**src/rtl/gpr_pkg.sv**
```systemverilog
package gpr_pkg;
    localparam int NUM_REGS = 16;
    localparam int DATA_W   = 32;
    localparam int IR_W     = 32;
    localparam int IDX_W    = $clog2(NUM_REGS);

    // Bit positions of the three register-number slices in the instruction
    localparam int FLD_A_LSB = 24;
    localparam int FLD_B_LSB = 20;
    localparam int FLD_C_LSB = 0;

    typedef logic [IDX_W-1:0]  idx_t;
    typedef logic [DATA_W-1:0] word_t;

    typedef enum logic [1:0] {
        SEL_FLD_A = 2'b00,
        SEL_FLD_B = 2'b01,
        SEL_FLD_C = 2'b10,
        SEL_NONE  = 2'b11
    } sel_e;

    typedef struct packed {
        logic  we;
        idx_t  idx;
        word_t data;
    } wr_req_t;

    function automatic idx_t slice_at(input logic [IR_W-1:0] ir, input int lsb);
        return ir[lsb +: IDX_W];
    endfunction
endpackage

```
**src/rtl/gpr_field_sel.sv**
```systemverilog
module gpr_field_sel
    import gpr_pkg::*;
(
    input  logic [IR_W-1:0] ir_word,
    input  logic [1:0]      sel_code,
    output idx_t            idx
);
    sel_e sel;
    idx_t fld_a, fld_b, fld_c;
    logic unused_ir_bits;

    assign sel   = sel_e'(sel_code);
    assign fld_a = ir_word[FLD_A_LSB +: IDX_W];
    assign fld_b = ir_word[FLD_B_LSB +: IDX_W];
    assign fld_c = ir_word[FLD_C_LSB +: IDX_W];
    assign unused_ir_bits = ^{ir_word[IR_W-1:FLD_A_LSB+IDX_W],
                              ir_word[FLD_B_LSB-1:FLD_C_LSB+IDX_W]};

    always_comb begin
        unique case (sel)
            SEL_FLD_A: idx = fld_a;
            SEL_FLD_B: idx = fld_b;
            SEL_FLD_C: idx = fld_c;
            default:   idx = '0;
        endcase
    end
endmodule

```
**src/rtl/gpr_storage.sv**
```systemverilog
module gpr_storage
    import gpr_pkg::*;
(
    input  logic                           clk,
    input  logic                           rst,
    input  wr_req_t                        req,
    output logic [NUM_REGS-1:0][DATA_W-1:0] regs
);
    // Location 0 is a constant; no flops behind it
    assign regs[0] = '0;

    for (genvar i = 1; i < NUM_REGS; i++) begin : g_reg
        always_ff @(posedge clk) begin
            if (rst)
                regs[i] <= '0;
            else if (req.we && (req.idx == idx_t'(i)))
                regs[i] <= req.data;
        end
    end
endmodule

```
**src/rtl/gpr_read_drive.sv**
```systemverilog
module gpr_read_drive
    import gpr_pkg::*;
(
    input  logic [NUM_REGS-1:0][DATA_W-1:0] regs,
    input  idx_t                            idx,
    input  logic                            drv_en,
    output word_t                           bus_out
);
    word_t picked;

    assign picked  = regs[idx];
    assign bus_out = drv_en ? picked : '0;
endmodule

```
**src/rtl/gpr_bank.sv**
```systemverilog
module gpr_bank
    import gpr_pkg::*;
(
    input  logic              clk,
    input  logic              rst,
    input  logic [IR_W-1:0]   ir_word,
    input  logic [1:0]        sel_code,
    input  logic              wr_en,
    input  logic              drv_en,
    input  logic [DATA_W-1:0] bus_in,
    output logic [DATA_W-1:0] bus_out
);
    idx_t                            idx;
    wr_req_t                         req;
    logic [NUM_REGS-1:0][DATA_W-1:0] regs;

    gpr_field_sel u_sel (
        .ir_word (ir_word),
        .sel_code(sel_code),
        .idx     (idx)
    );

    assign req.we   = wr_en;
    assign req.idx  = idx;
    assign req.data = bus_in;

    gpr_storage u_store (
        .clk (clk),
        .rst (rst),
        .req (req),
        .regs(regs)
    );

    gpr_read_drive u_drive (
        .regs   (regs),
        .idx    (idx),
        .drv_en (drv_en),
        .bus_out(bus_out)
    );
endmodule

```
**config.mk**
```make
export PLATFORM = sky130hd
export DESIGN_NAME = gpr_bank
export DESIGN_NICKNAME = d
export VERILOG_FILES = /design/src/rtl/gpr_pkg.sv /design/src/rtl/gpr_field_sel.sv /design/src/rtl/gpr_storage.sv /design/src/rtl/gpr_read_drive.sv /design/src/rtl/gpr_bank.sv
export SDC_FILE = /design/constraint.sdc
export NUM_CORES = 1
export LEC_CHECK = 0
export ABC_CLOCK_PERIOD_IN_PS = 6010
export BUFFER_PORTS_ARGS = -buffer_cell sky130_fd_sc_hd__buf_2
export CAP_MARGIN = 15
export CELL_PAD_IN_SITES_DETAIL_PLACEMENT = 0
export CELL_PAD_IN_SITES_GLOBAL_PLACEMENT = 2
export CORE_UTILIZATION = 45
export CTS_CLUSTER_SIZE = 25
export DETAILED_ROUTE_END_ITERATION = 6
export GPL_ROUTABILITY_DRIVEN = 0
export GPL_TIMING_DRIVEN = 1
export PLACE_DENSITY = 0.93
export REMOVE_ABC_BUFFERS = 1
export SLEW_MARGIN = 20
export SYNTH_ARGS = -nofsm -noshare
export SYNTH_HDL_FRONTEND = slang
export SYNTH_HIERARCHICAL = 1
export SYNTH_SLANG_ARGS = --single-unit
```
**constraint.sdc**
```tcl
create_clock -name clk -period 6.01 [get_ports clk]
set_input_delay 1.202 -clock clk [delete_from_list [all_inputs] [get_ports clk]]
set_output_delay 1.202 -clock clk [all_outputs]
set_load 0.1 [all_outputs]
```
==> metrics.csv, run 1 <==
stage;metric;value;unit
sta;tightest_slew;1090;ps
route;vias;15500;
logic_synthesis;synth.area.mux_share;31.7;%
global_routing;grt_pass1_vias;15800;
logic_synthesis;synth-seq-area-share;41.0;%
worst_setup_path;worstSetupPathType;input pin to primary output;
sta;whs;473;ps
clocking;cts_buffers;52;
clocking;holdBufCountCts;0;
global_routing;grt_max_degree;195;
die;io_pins;102;
route;wire_per_inst;20.1;um
clocking;worstSkewPairLatency;590;ps
sta;setup_tns;0;ps
pwr;ir_worst_vdd;0.194;mV
clocking;clk_path_buf_depth;3;
global_routing;grt_overflow;0;
global_routing;antenna_found_initial;0;
clocking;htree_levels;2;
cells_and_area;regMostFlops;u_store/regs;
sta;fin_crit_sh;89.6;%
die;dieArea;53000;sq um
cells_and_area;layout.nets;2254;
placed_design;dp.cells;2810;
placed_design;hpwl;32300;um
cells_and_area;largest_reg_flops;480;
clocking;postCtsSetupRepairBufs;0;
sta;setup_viol;0;
worst_setup_path;max_stage_delay;820;ps
cells_and_area;final_cells;2900;
logic_synthesis;syn_area_per_cell;10.6;sq um
worst_setup_path;critPathMaxFanout;45;
clocking;ctsResizeCount;0;
logic_synthesis;synthDistinctLibCells;30;
cells_and_area;layout-drive-gt1-share;10.9;%
pwr;p_leak;12.1;nW
die;rows;83;
die;die_w;230;um
sta;rsz0062_at_grt;no;
global_routing;grt_pass1_wl;90100;um
worst_setup_path;cp_cell_sequence;buf_2, mux2i_1, o2bb2ai_2, nor2b_4, buf_4, a22oi_1, nand2_1, o22ai_1, buf_2;
route;drt-total-wl;58200;um
sta;final.setup_skew;0;ps
logic_synthesis;netlist_area;23500;sq um
logic_synthesis;synth_xor_area_share;0;%
worst_setup_path;cp_slowest_cell;o2bb2ai_2;
die;fp.dieH;230;um
clocking;cts.sinks;480;
logic_synthesis;synthAdderAreaFrac;0;%
sta;fmax;186;MHz
cells_and_area;area_delta_synth_final;8.69;%
route;final_antenna_net_count;0;
clocking;cts_root_buffer;clkbuf_16;
cells_and_area;design_area;25500;sq um
logic_synthesis;yosysWarnings;6;
logic_synthesis;synth_compound_area_share;5.23;%
placed_design;placed_area;23800;sq um
worst_setup_path;crit_arrival;4180;ps
route;dr.pass1.iters;5;
sta;finalMaxSlewViolations;0;
logic_synthesis;ys_seq_elements;480;
cells_and_area;multi_input_area;12500;sq um
pwr;p_per_area;288;nW/um^2
die;design.core.area;51400;sq um
logic_synthesis;syn_inst;2212;
worst_setup_path;crit_required;4810;ps
outcome;outcome;completed;
sta;period_needed;5380;ps
cells_and_area;seqCellArea;9610;sq um
cells_and_area;largestRegisters;u_store/regs (480);
die;initial_utilization;45.6;%
logic_synthesis;yosys.area_share.simple;15.5;%
sta;maxSlewHeadroom;27.2;%
clocking;path_clk_slew;60;ps
worst_setup_path;cpMostUsedCell;buf_2;
cells_and_area;antennaDiodeCount;0;
clocking;cts_tree;built;
sta;finalHoldViolCount;0;
route;drt_iter0_markers;1062;
run;maxCapViolCount;0;
cells_and_area;final.fill_count;4650;
logic_synthesis;synth_top_family_by_area;multiplexers;
route;drc;0;
hold_path;hold_class;flop to flop;
placed_design;io_buffers;81;
route;vias_per_cell;5.34;
global_routing;grt_util_all_layers;21.6;%
worst_setup_path;critPathCaptureType;primary output;
worst_setup_path;startpoint_type;input pin;
-- final cells by class --
class	instances	share of cell area (%)
Multi-Input combinational cell	1527	49.1
Tap cell	680	3.34
Clock inverter	6	0.133
Clock buffer	84	6.41
Sequential cell	480	37.7
Timing Repair Buffer	122	3.33
Inverter	1	0.0147
-- layout by cell type (no fill, tap or decap), drive strengths merged --
cell type  count
o21ai         16
o22ai         24
a22oi        112
and3           1
inv            2
nand2b       513
clkinv         5
and3b          2
and2           3
o2bb2ai        4
a221oi         8
buf          122
mux4           8
nand3          4
clkbuf        84
nand2         68
dfxtp        480
mux2i        724
nor2b          5
nor2           2
nor3b          1
conb          32
-- stage by stage --
step | util [%] | setup WS, ps | power, mW
final | 49.6 | 628 | 7.34
after global placement | 46.3 | 723 | 4.28
after detailed placement | 46.3 | 682 | 4.30
after global routing | 49.6 | 522 | 7.60
after floorplan | - | -20930 | 4.24
after CTS | 49.6 | 675 | 7.41
-- path summary, 6_finish.rpt --
path                      from                 to  slack (ps)  cells past startpoint
min reg2reg   u_store/regs[91]   u_store/regs[91]         470                      2
max reg2reg  u_store/regs[161]  u_store/regs[161]        5350                      2
max                sel_code[1]        bus_out[15]         630                      9
min           u_store/regs[91]   u_store/regs[91]         470                      2
-- synthesized netlist by cell type (all sizes together) --
library cell | n | share of area (%)
conb | 1 | 0.016
nor2b | 5 | 0.20
dfxtp | 480 | 41
inv | 1 | 0.016
nand3 | 4 | 0.17
o21ai | 16 | 0.34
a221oi | 8 | 0.51
nor2 | 2 | 0.064
a22oi | 112 | 3.6
nand2b | 513 | 14
o22ai | 24 | 0.64
and2 | 3 | 0.091
nor3b | 1 | 0.053
mux2i | 724 | 31
mux4 | 8 | 0.77
clkbuf | 98 | 1.6
nand2 | 68 | 1.1
and3b | 2 | 0.075
buf | 137 | 5.0
and3 | 1 | 0.027
o2bb2ai | 4 | 0.15
-- cell families after synthesis --
| logic type | after synthesis |
|---|---|
| buffers and inverters | 236 |
| other | 1 |
| flip-flops | 480 |
| multiplexers | 732 |
| AO/OA/AOI/OAI | 164 |
| AND/OR/NAND/NOR | 599 |
-- power by group --
part	internal (mW)	switching, mW	leakage (nW)
logic	0.323	0.645	7.45
clock network	1.84	1.28	0.828
registers	3.23	0.0242	3.87
total	5.39	1.95	12.1
-- routing by layer --
layer	global-route usage [%]	vias up	part of all wire, %
met5	0	-	0
met4	7.28	0	2.6
met3	2.75	93	3.1
met2	35.4	247	47
met1	29.1	7647	48
li1	-	7499	-
-- worst max-delay path, delay by kind of cell --
family	cells	cell delay (ps)
buffers and inverters	3	1190
AOI/OAI and AO/OA	3	1190
and+or+nand+nor	2	410
muxes	1	150
Note: power is estimated with default switching activity, not from simulation.
==> run 2: changes to the inputs <==
Settings changed: ABC_AREA set to 1, CORE_UTILIZATION 45 to 36, CTS_BUF_LIST set to sky130_fd_sc_hd__clkbuf_4 sky130_fd_sc_hd__clkbuf_8 sky130_fd_sc_hd__clkbuf_16, PLACE_DENSITY 0.93 to 0.92.
==> metrics.csv, run 2 <==
stage;metric;value;unit
outcome;outcome;completed;
cells_and_area;mostFrequentLayoutCell;nand2_1;
sta;maxSlewHeadroom;30.1;%
die;design.core.area;70400;sq um
die;die_w;269;um
logic_synthesis;async_flop_share;0;%
logic_synthesis;synth_area_leaders;dfxtp_1, nand2_1, nor2_1;
logic_synthesis;synthAdderAreaFrac;0;%
clocking;cts_tree;built;
clocking;cts_root_buffer;clkbuf_16;
clocking;cts.sinks;480;
logic_synthesis;yosys.area_share.simple;46.6;%
logic_synthesis;synth_enable_flop_cells;0;
logic_synthesis;synth_compound_area_share;3.11;%
logic_synthesis;syn_inst;4314;
logic_synthesis;ys_seq_elements;480;
logic_synthesis;synth_area_leader_cell;dfxtp_1;
clocking;path_clk_slew;60;ps
logic_synthesis;syn_area_per_cell;5.96;sq um
global_routing;grt_pass1_vias;22900;
logic_synthesis;synth_common_cells;nand2_1, nor2_1, nand3_1;
global_routing;grt_util_all_layers;23.0;%
global_routing;grt_overflow;0;
cells_and_area;largest_reg_flops;480;
worst_setup_path;critPathMaxFanout;115;
sta;period_needed;5030;ps
route;drt_iter0_markers;1966;
placed_design;hpwl;42600;um
logic_synthesis;synth_top_area_share;37.4;%
global_routing;grt_max_degree;173;
die;rows;97;
sta;finalMaxSlewViolations;0;
clocking;ctsResizeCount;0;
die;initial_utilization;36.5;%
logic_synthesis;synth-seq-area-share;37.4;%
logic_synthesis;yosysMostFrequentCell;nand2_1;
die;io_pins;102;
hold_path;hold_class;flop to flop;
route;dr.pass1.iters;5;
worst_setup_path;startpoint_type;input pin;
sta;fin_crit_sh;83.6;%
sta;fmax;199;MHz
cells_and_area;final_core_util;40.3;%
worst_setup_path;crit_required;4810;ps
route;final_antenna_net_count;0;
cells_and_area;antennaDiodeCount;0;
cells_and_area;area_delta_synth_final;10.3;%
clocking;clk_path_buf_depth;3;
cells_and_area;layout.nets;4234;
sta;whs;477;ps
sta;tightest_slew;1050;ps
worst_setup_path;worstSetupPathType;input pin to primary output;
route;wire_per_inst;16.3;um
worst_setup_path;crit_arrival;3830;ps
worst_setup_path;critPathCaptureType;primary output;
cells_and_area;regMostFlops;u_store/regs;
cells_and_area;layout-drive-gt1-share;6.61;%
pwr;p_per_area;290;nW/um^2
route;vias_per_cell;4.87;
route;drt-total-wl;84100;um
route;vias;25000;
clocking;htree_levels;2;
pwr;p_leak;12.3;nW
sta;setup_viol;0;
die;dieArea;72500;sq um
clocking;cts_buffers;56;
logic_synthesis;synth_top_family_by_area;simple AND/OR/NAND/NOR gates;
run;maxCapViolCount;0;
placed_design;io_buffers;81;
clocking;worstSkewPairLatency;610;ps
sta;rsz0062_at_grt;no;
die;fp.dieH;269;um
clocking;holdBufCountCts;0;
logic_synthesis;yosysWarnings;6;
clocking;postCtsSetupRepairBufs;0;
cells_and_area;final_cell_mix;nand2_1, nor2_1, nand3_1;
cells_and_area;largestRegisters;u_store/regs (480);
global_routing;grt_pass1_wl;133000;um
sta;finalHoldViolCount;0;
global_routing;antenna_found_initial;2;
logic_synthesis;synth_xor_area_share;0;%
logic_synthesis;synthDistinctLibCells;18;
logic_synthesis;synth.area.mux_share;0;%
logic_synthesis;netlist_area;25700;sq um
route;drc;0;
sta;final.setup_skew;0;ps
logic_synthesis;synthFlopType;dfxtp_1;
pwr;ir_worst_vdd;0.233;mV
[run 2: metrics by stage]
stage	area [sq um]	power [mW]	TNS [ps]	std cells	setup slack, ps
2_1_floorplan	23900	4.49	-3050920	3960	-8340
3_3_place_gp	26500	4.84	0	5046	950
3_5_place_dp	26500	4.84	0	5046	959
4_1_cts	28400	8.31	0	5148	955
5_1_grt	28400	8.59	0	5148	760
6_report	28400	8.22	0	5148	983
[run 2: power breakdown]
| part | internal, mW | switching, mW | leakage [nW] |
|---|---|---|---|
| Sequential | 3.27 | 0.0399 | 3.88 |
| Combinational | 0.371 | 1.09 | 7.51 |
| Clock | 2.05 | 1.40 | 0.949 |
| Total | 5.69 | 2.53 | 12.3 |
[run 2: final timing paths]
kind	from	endpoint	slack, ps	cells past startpoint
setup / recovery	sel_code[1]	bus_out[11]	980	13
hold reg to reg	u_store/regs[242]	u_store/regs[242]	480	2
hold / removal	u_store/regs[242]	u_store/regs[242]	480	2
setup reg to reg	u_store/regs[405]	u_store/regs[405]	5360	4
[run 2: area by class of cell]
| class | count | area (sq um) |
|---|---|---|
| fillers | 7829 | 42000 |
| flip-flops and latches | 480 | 9610 |
| clock buffers | 86 | 1730 |
| well taps | 940 | 1180 |
| multi-input cells | 3114 | 13000 |
| inverters | 366 | 1400 |
| clock inverters | 16 | 133 |
| repair buffers | 146 | 1290 |
[run 2: cells by family (layout without fill, tap and decap cells)]
logic type | count (synthesis) | after routing
AND/OR/NAND/NOR | 2922 | 2922
buffers and inverters | 751 | 614
flip-flops | 480 | 480
AO/OA/AOI/OAI | 160 | 160
other | 1 | 32
[run 2: metal layers]
| metal | vias to the layer above | wire [um] | GRT usage, % | share of wire [%] |
|---|---|---|---|---|
| li1 | 12900 | - | - | - |
| met1 | 11500 | 39500 | 31.4 | 47 |
| met2 | 584 | 38400 | 38.4 | 46 |
| met3 | 96 | 4760 | 3.26 | 5.7 |
| met4 | 4 | 1390 | 4.49 | 1.7 |
| met5 | - | 27 | 0 | 0.032 |
[run 2: worst max-delay path, stage by stage]
cell and delay, ps:
buf_2 130, inv_1 80, nand3_1 120, nand3_4 160
inv_8 560, buf_4 360, nand2_1 70, nand2_1 60
nand2_1 50, nand3_1 60, nand3_1 100, a21oi_1 240
buf_2 480
